==> config.mk <==
export PLATFORM = sky130hd
export DESIGN_NAME = bitmanip_exec
export DESIGN_NICKNAME = d
export VERILOG_FILES = /design/src/rtl/bitmanip_exec.sv
export SDC_FILE = /design/constraint.sdc
export NUM_CORES = 1
export LEC_CHECK = 0
export CAP_MARGIN = 25
export CORE_MARGIN = 3
export CORE_UTILIZATION = 30
export CTS_CLUSTER_DIAMETER = 40
export DETAILED_ROUTE_END_ITERATION = 8
export SYNTH_ARGS = -nofsm -noshare
export SYNTH_HDL_FRONTEND = slang
export SYNTH_SLANG_ARGS = --single-unit
==> constraint.sdc <==
create_clock -name clk -period 7.9 [get_ports clk]
set_clock_uncertainty 0.15 [all_clocks]
set_input_delay 1.185 -clock clk [delete_from_list [all_inputs] [get_ports clk]]
set_output_delay 1.185 -clock clk [all_outputs]
set_load 0.01 [all_outputs]
==> src/rtl/bitmanip_exec.sv <==
module bitmanip_exec #(
  parameter int W = 32
) (
  input  logic         clk,
  input  logic         rst,
  input  logic         op_valid,
  input  logic [4:0]   op_code,
  input  logic [W-1:0] src_s,
  input  logic [W-1:0] src_t,
  input  logic [9:0]   imm_field,
  input  logic [4:0]   dest_idx,
  input  logic [W-1:0] dsp_ctrl,
  output logic [W-1:0] res_data,
  output logic         res_we,
  output logic         res_illegal
);
  localparam int HW = W / 2;
  localparam logic [4:0] OP_REV = 5'h1B, OP_INS = 5'h0C, OP_RPB_I = 5'h02,
                         OP_RPB_R = 5'h03, OP_RPH_I = 5'h0A, OP_RPH_R = 5'h0B;

  logic [4:0]   pos, len;
  logic [5:0]   fld_end;
  logic         fld_ok, known;
  logic [W-1:0] mask, ins_val, rev_val, half_imm, nxt;

  assign pos     = dsp_ctrl[4:0];
  assign len     = dsp_ctrl[11:7];
  assign fld_end = {1'b0, pos} + {1'b0, len};
  assign fld_ok  = (len != 5'd0) && (fld_end <= 6'd32);
  assign mask    = ~({W{1'b1}} << len) << pos;
  assign ins_val = fld_ok ? (((src_s << pos) & mask) | (src_t & ~mask)) : src_t;

  for (genvar i = 0; i < HW; i++) begin : g_rev
    assign rev_val[i] = src_t[HW-1-i];
  end
  assign rev_val[W-1:HW] = '0;

  assign half_imm = {2{{6{imm_field[9]}}, imm_field}};

  always_comb begin
    known = 1'b1;
    nxt   = '0;
    unique case (op_code)
      OP_REV:   nxt = rev_val;
      OP_INS:   nxt = ins_val;
      OP_RPB_I: nxt = {4{imm_field[7:0]}};
      OP_RPB_R: nxt = {4{src_t[7:0]}};
      OP_RPH_I: nxt = half_imm;
      OP_RPH_R: nxt = {2{src_t[15:0]}};
      default:  known = 1'b0;
    endcase
  end

  always_ff @(posedge clk) begin
    if (rst) begin
      res_data    <= '0;
      res_we      <= 1'b0;
      res_illegal <= 1'b0;
    end else begin
      res_we      <= op_valid && known && (dest_idx != 5'd0);
      res_illegal <= op_valid && !known;
      if (op_valid && known && (dest_idx != 5'd0)) res_data <= nxt;
    end
  end
endmodule


==> out/qor.csv, run 1 <==
stage;metric;value;unit
drt;residual DRC count;0;
timing;crit path time final;4.809;ns
floorplanning;Top Ports;153;
critical_path;CP Capture Type;flip-flop;
layout;share of layout cells above drive strength 1;10.37;%
grt;initial antenna violation count;0;
yosys;sequential area share after synthesis;11.44;%
drt;DRT Pass-1 Iters;5;
clock_tree;H-tree levels;2;
critical_path;startpoint types;primary input;
timing;Slew @ Worst Pin;0.9621;ns
worst_hold_path;Tightest Hold Check Type;reg2reg;
floorplanning;Die ar.;0.02156;mm^2
grt;GRT Total Usage;21.52;%
floorplanning;initial core utilization;31.19;%
drt;wire per inst;21.67;um
power_and_ir_drop;worst vdd ir;0.09506;mV
floorplanning;core region area;0.01908;mm^2
layout;multi-input logic area;0.004710;mm^2
clock_tree;clock-pin transition on the worst setup and hold timing paths;0.06;ns
critical_path;CP Class;in2reg;
critical_path;WP data required;7.93;ns
drt;Routed WL;24440;um
yosys;EDFF count, synth;0;
clock_tree;clock latency on the worst-skew pair;0.28;ns
floorplanning;die width;146.8;um
outcome;status;finished clean;
clock_tree;# hold bufs at CTS;0;
power_and_ir_drop;Tot Pwr;0.0007856;W
yosys;asr flop ratio synth;0;%
yosys;Gate Count Post-Synth;793;
drt;Via density;6.139;
timing;setup tns final;0;ns
timing;unrepaired setup endpoints after global routing;false;
clock_tree;TritonCTS Buffers;5;
yosys;Post-synth top cells;67 x nand2_1, 67 x nor2_1, 60 x mux2i_1, 59 x a21oi_1, 56 x o21ai_0;
clock_tree;post_cts resized;0;
timing;Max-Slew Margin vs Limit;35.63;%
floorplanning;die height;146.8;um
place;I/O Buffers;130;
yosys;Yosys reg bits;34;
drt;antenna viol nets, final;0;
place;GP Congestion;1.001;
place;hpwl dp;18590;um
job;Max-Cap Viols;0;
critical_path;crit-path max FO;23;
layout;Layout area overhead;23.97;%
timing;Final Hold Viols;0;
yosys;Yosys cell types;85;
grt;first-pass GRT wire length;37520;um
clock_tree;total setup buffers inserted after CTS;0;
yosys;share of Yosys cell area claimed by the top area cell type;11.44;%
layout;Final nets;994;
layout;filler instances;1974;
grt;largest net degree at the start of global routing;73;
critical_path;crit path DAT;4.84;ns
clock_tree;CTS max path bufs;2;
yosys;Mapped Area;0.005951;mm^2
yosys;Synthesized Nets;918;
timing;Fmax achieved;208.0;MHz
yosys;area leader, netlist;dfxtp_1;
timing;Max Slew Vio Count;0;
clock_tree;root buffer cell;clkbuf_16;
clock_tree;CTS tree;built;
yosys;most area-consuming cells after synthesis;dfxtp_1 11%, mux2i_1 10%, mux4_2 7.9%, a21oi_1 5.0%, o21ai_0 4.7%;
grt;vias in the first global route;6356;
power_and_ir_drop;leakage power;2.652;nW
timing;Final setup viols;0;
yosys;Ys Warns;0;
layout;diode count;0;
yosys;synthesized area per cell;7.504;um^2
layout;Register Area;680.7;um^2
grt;gr ovfl total;0;
drt;initial DRC count;795;
clock_tree;CTS Sinks;34;
yosys;Main synth FF type;dfxtp_1;
floorplanning;row count;50;
timing;fin crit share;60.87;%
drt;vias;6925;
power_and_ir_drop;Power per Cell Area;106.5;mW/mm^2
-- final timing paths --
path	startpoint	to	slack, ns	cells past startpoint
worst max-delay path	dsp_ctrl[8]	res_data[11]	3.09	11
worst min-delay path	res_data[9]	res_data[9]	0.40	2
worst min register to register	res_data[9]	res_data[9]	0.40	2
worst max register to register	res_data[21]	res_data[21]	6.54	5
-- placed cells by master, fill, tap and decap left out, types with 6 or more instances in the layout --
cell,instances
buf_4,17
mux2i_1,60
nor3_1,15
a21o_1,10
nand2_1,67
clkdlybuf4s50_1,127
a21oi_1,59
o211ai_1,24
nand2b_1,10
mux2_2,20
a211oi_1,17
o21ai_0,55
mux4_2,21
nor2_1,67
nand3_1,26
o22ai_1,18
inv_1,25
o21a_1,7
o31ai_1,11
a31oi_1,16
o32ai_1,13
o21ai_1,8
a211o_1,7
o311ai_0,6
dfxtp_1,34
-- power by group --
part | switching [W] | total (W) | leakage [nW] | internal (W)
logic | 0.000235 | 0.000407 | 2.31 | 0.000172
registers | 0.00000476 | 0.000183 | 0.276 | 0.000178
clock network | 0.0000734 | 0.000195 | 0.0688 | 0.000122
-- state kept, by name, indices dropped and copies added, names as in the netlist --
signal and flops:
res_illegal 1, res_data 32, res_we 1
-- stage by stage --
step           std cells  hold slack [ns]  setup slack [ns]  utilization [%]  area (um^2)
5_1_grt             1128           0.4191             2.937            38.66         7377
3_3_place_gp        1120           0.3750             2.756            37.84         7219
4_1_cts             1127           0.3913             2.954            38.62         7370
6_report            1128           0.3957             3.091            38.66         7377
2_1_floorplan        793           0.3988             4.342                -         5951
3_5_place_dp        1121           0.3850             2.681            37.90         7231
-- kinds of logic (layout without fill, tap and decap cells) --
| kind of cell | after synthesis | after routing | synth area share, % |
|---|---|---|---|
| simple gates | 220 | 220 | 17.14 |
| xor+xnor | 1 | 1 | 0.1472 |
| buf+inv | 105 | 180 | 9.525 |
| fa+ha+maj | 8 | 8 | 1.745 |
| flops | 34 | 34 | 11.44 |
| mux | 106 | 106 | 23.02 |
| compound gates | 319 | 319 | 36.99 |
-- final cells by class --
cell class                      instances  share of cell area [%]
Timing Repair Buffer                  148                   19.32
Tap cell                              260                   4.410
Inverter                               26                   1.323
Sequential cell                        34                   9.227
Multi-Input combinational cell        654                   63.84
Clock buffer                            6                   1.883
-- worst max-delay path, cell delays in order --
cell and delay, ns:
clkdlybuf4s50_1 0.91, fa_1 0.69, xor2_1 0.19, a2111oi_4 0.38, o211ai_2 0.15, a21oi_2 0.14
buf_4 0.26, nor2_1 0.10, buf_4 0.21, or3_1 0.35, o311ai_1 0.26
-- metal layers --
layer / vias to the layer above / part of all wire, % / track usage, %
li1: 3231 / - / -
met1: 3342 / 43 / 29.30
met2: 305 / 46 / 34.29
met3: 47 / 8.0 / 4.719
met4: 0 / 2.7 / 6.115
met5: - / 0 / 0
No activity file was read; power rests on OpenSTA's default activity.
==> run 2: changes to the inputs <==
clock period = 4.3 ns   (was 7.9 ns; I/O delays follow)
==> out/qor.csv, run 2 (same netlist as run 1, synthesis figures left out) <==
stage;metric;value;unit;change
timing;Slew @ Worst Pin;0.8579;ns;-0.1041 ns
grt;first-pass GRT wire length;38170;um;+1.7%
drt;DRT Pass-1 Iters;6;;+1
critical_path;CP Cell Sequence;clkdlybuf4s50_1 > ha_1 > fa_1 > xor2_1 > a2111oi_4 > o211ai_2 > a21oi_2 > buf_4 > o22ai_1 > or2_2 > o211ai_1;;
layout;Layout area overhead;25.86;%;
critical_path;slowest CP cell;clkdlybuf4s50_1;;
drt;antenna viol nets, final;0;;unchanged
layout;share of layout cells above drive strength 1;11.46;%;+1.1 points
critical_path;kind of cell adding the most delay to the critical path;compound AO/OA/AOI/OAI gates;;
clock_tree;# hold bufs at CTS;0;;unchanged
critical_path;startpoint types;primary input;;
worst_hold_path;Tightest Hold Check Type;reg2reg;;
floorplanning;initial core utilization;31.19;%;unchanged
outcome;status;finished clean;;
power_and_ir_drop;worst vdd ir;0.1336;mV;+41%
clock_tree;clock-pin transition on the worst setup and hold timing paths;0.06;ns;about the same
floorplanning;Die ar.;0.02156;mm^2;unchanged
drt;Routed WL;24500;um;+0.25%
floorplanning;Top Ports;153;;unchanged
critical_path;crit path DAT;3.60;ns;-1.24 ns
drt;residual DRC count;0;;unchanged
floorplanning;core region area;0.01908;mm^2;unchanged
layout;Largest regs;res_data x32, res_illegal x1, res_we x1;;
timing;Max-Slew Margin vs Limit;42.80;%;+7.2 points
critical_path;CP Class;in2reg;;
clock_tree;root buffer cell;clkbuf_16;;
grt;largest net degree at the start of global routing;73;;unchanged
clock_tree;CTS tree;built;;
place;hpwl dp;18920;um;+1.8%
clock_tree;post_cts resized;0;;unchanged
power_and_ir_drop;Power per Cell Area;200.5;mW/mm^2;+88%
grt;met2 global-route usage;34.66;%;+0.37 points
floorplanning;die width;146.8;um;unchanged
layout;Final nets;1005;;+1.1%
power_and_ir_drop;Tot Pwr;0.001502;W;+91%
drt;initial DRC count;897;;+13%
timing;unrepaired setup endpoints after global routing;false;;
timing;Final Hold Viols;0;;unchanged
timing;Fmax achieved;282.7;MHz;
clock_tree;TritonCTS Buffers;5;;unchanged
grt;gr ovfl total;0;;unchanged
layout;commonest non-fill, non-tap cell in the layout;clkdlybuf4s50_1;;
place;I/O Buffers;130;;unchanged
layout;most frequent cells in the layout;127 x clkdlybuf4s50_1, 67 x nor2_1, 67 x nand2_1;;
timing;Max Slew Vio Count;0;;unchanged
power_and_ir_drop;leakage power;2.724;nW;+2.7%
clock_tree;H-tree levels;2;;unchanged
timing;crit path time final;3.538;ns;
grt;vias in the first global route;6564;;+3.3%
layout;Reg with most FFs;res_data;;
drt;vias;6969;;+0.64%
clock_tree;CTS max path bufs;2;;unchanged
layout;diode count;0;;unchanged
grt;GRT Total Usage;21.87;%;+0.35 points
place;GP Congestion;0.9890;;-1.2%
clock_tree;total setup buffers inserted after CTS;0;;unchanged
grt;GR Util met3;5.182;%;+0.46 points
drt;wire per inst;21.48;um;-0.89%
layout;max FFs per register;32;;unchanged
floorplanning;row count;50;;unchanged
clock_tree;CTS Sinks;34;;unchanged
floorplanning;die height;146.8;um;unchanged
grt;Top Usage Layer GRT;met2;;
timing;fin crit share;82.28;%;
grt;GR Layer Usage met1;29.47;%;+0.17 points
critical_path;WP data required;4.36;ns;-3.57 ns
timing;Final setup viols;0;;unchanged
job;Max-Cap Viols;0;;unchanged
timing;setup tns final;0;ns;unchanged
critical_path;reg-to-reg setup timing slack;2.95;ns;-3.59 ns
grt;initial antenna violation count;0;;unchanged
clock_tree;clock latency on the worst-skew pair;0.29;ns;about the same
critical_path;CP Capture Type;flip-flop;;
critical_path;crit-path max cell delay;0.42;ns;-0.49 ns
critical_path;crit-path max FO;19;;-17%
critical_path;Crit path buffers/inverters;2;;-1
drt;Via density;6.108;;-0.51%
run 2: worst paths after layout:
path	from	endpoint	depth (start not counted)
max	dsp_ctrl[7]	res_data[29]	11
min	res_data[14]	res_data[14]	2
max reg2reg	res_data[21]	res_data[21]	5
min reg2reg	res_data[14]	res_data[14]	2
run 2: power breakdown:
| group | internal [W] | switching (W) | total [W] |
|---|---|---|---|
| clock | 0.000263 | 0.000147 | 0.000409 |
| sequential | 0.000327 | 0.00000876 | 0.000336 |
| combinational | 0.000324 | 0.000433 | 0.000757 |
run 2: layout make-up:
type / count / area [um^2]
fill: 1981 / 11590
multi-input combinational: 654 / 4703
timing repair buffer: 159 / 1516
sequential: 34 / 680.7
tap: 260 / 325.3
clock buffer: 8 / 166.4
inverter: 26 / 97.59
run 2: routing by layer:
metal | routed length (um) | part of all wire [%]
met1 | 10250 | 42
met2 | 11200 | 46
met3 | 2235 | 9.1
met4 | 817 | 3.3
met5 | 0 | 0
run 2: worst reg2reg max path, stage by stage (launching register included):
cell and delay [ns]:
dfxtp_1 0.33, inv_1 0.04, a21oi_1 0.20, nand2_1 0.07, or4_1 0.42, nand3_1 0.09
run 2: per-stage QoR:
step	setup WS, ns	hold slack [ns]	area, um^2	utilization (%)	cells
global route	0.5262	0.4280	7490	39.25	1141
floorplan	1.282	0.3988	5951	-	793
finish	0.7621	0.3960	7490	39.25	1141
CTS	0.7047	0.3921	7482	39.21	1140
global placement	0.4327	0.3723	7316	38.34	1132
detailed placement	0.4062	0.3831	7316	38.34	1132
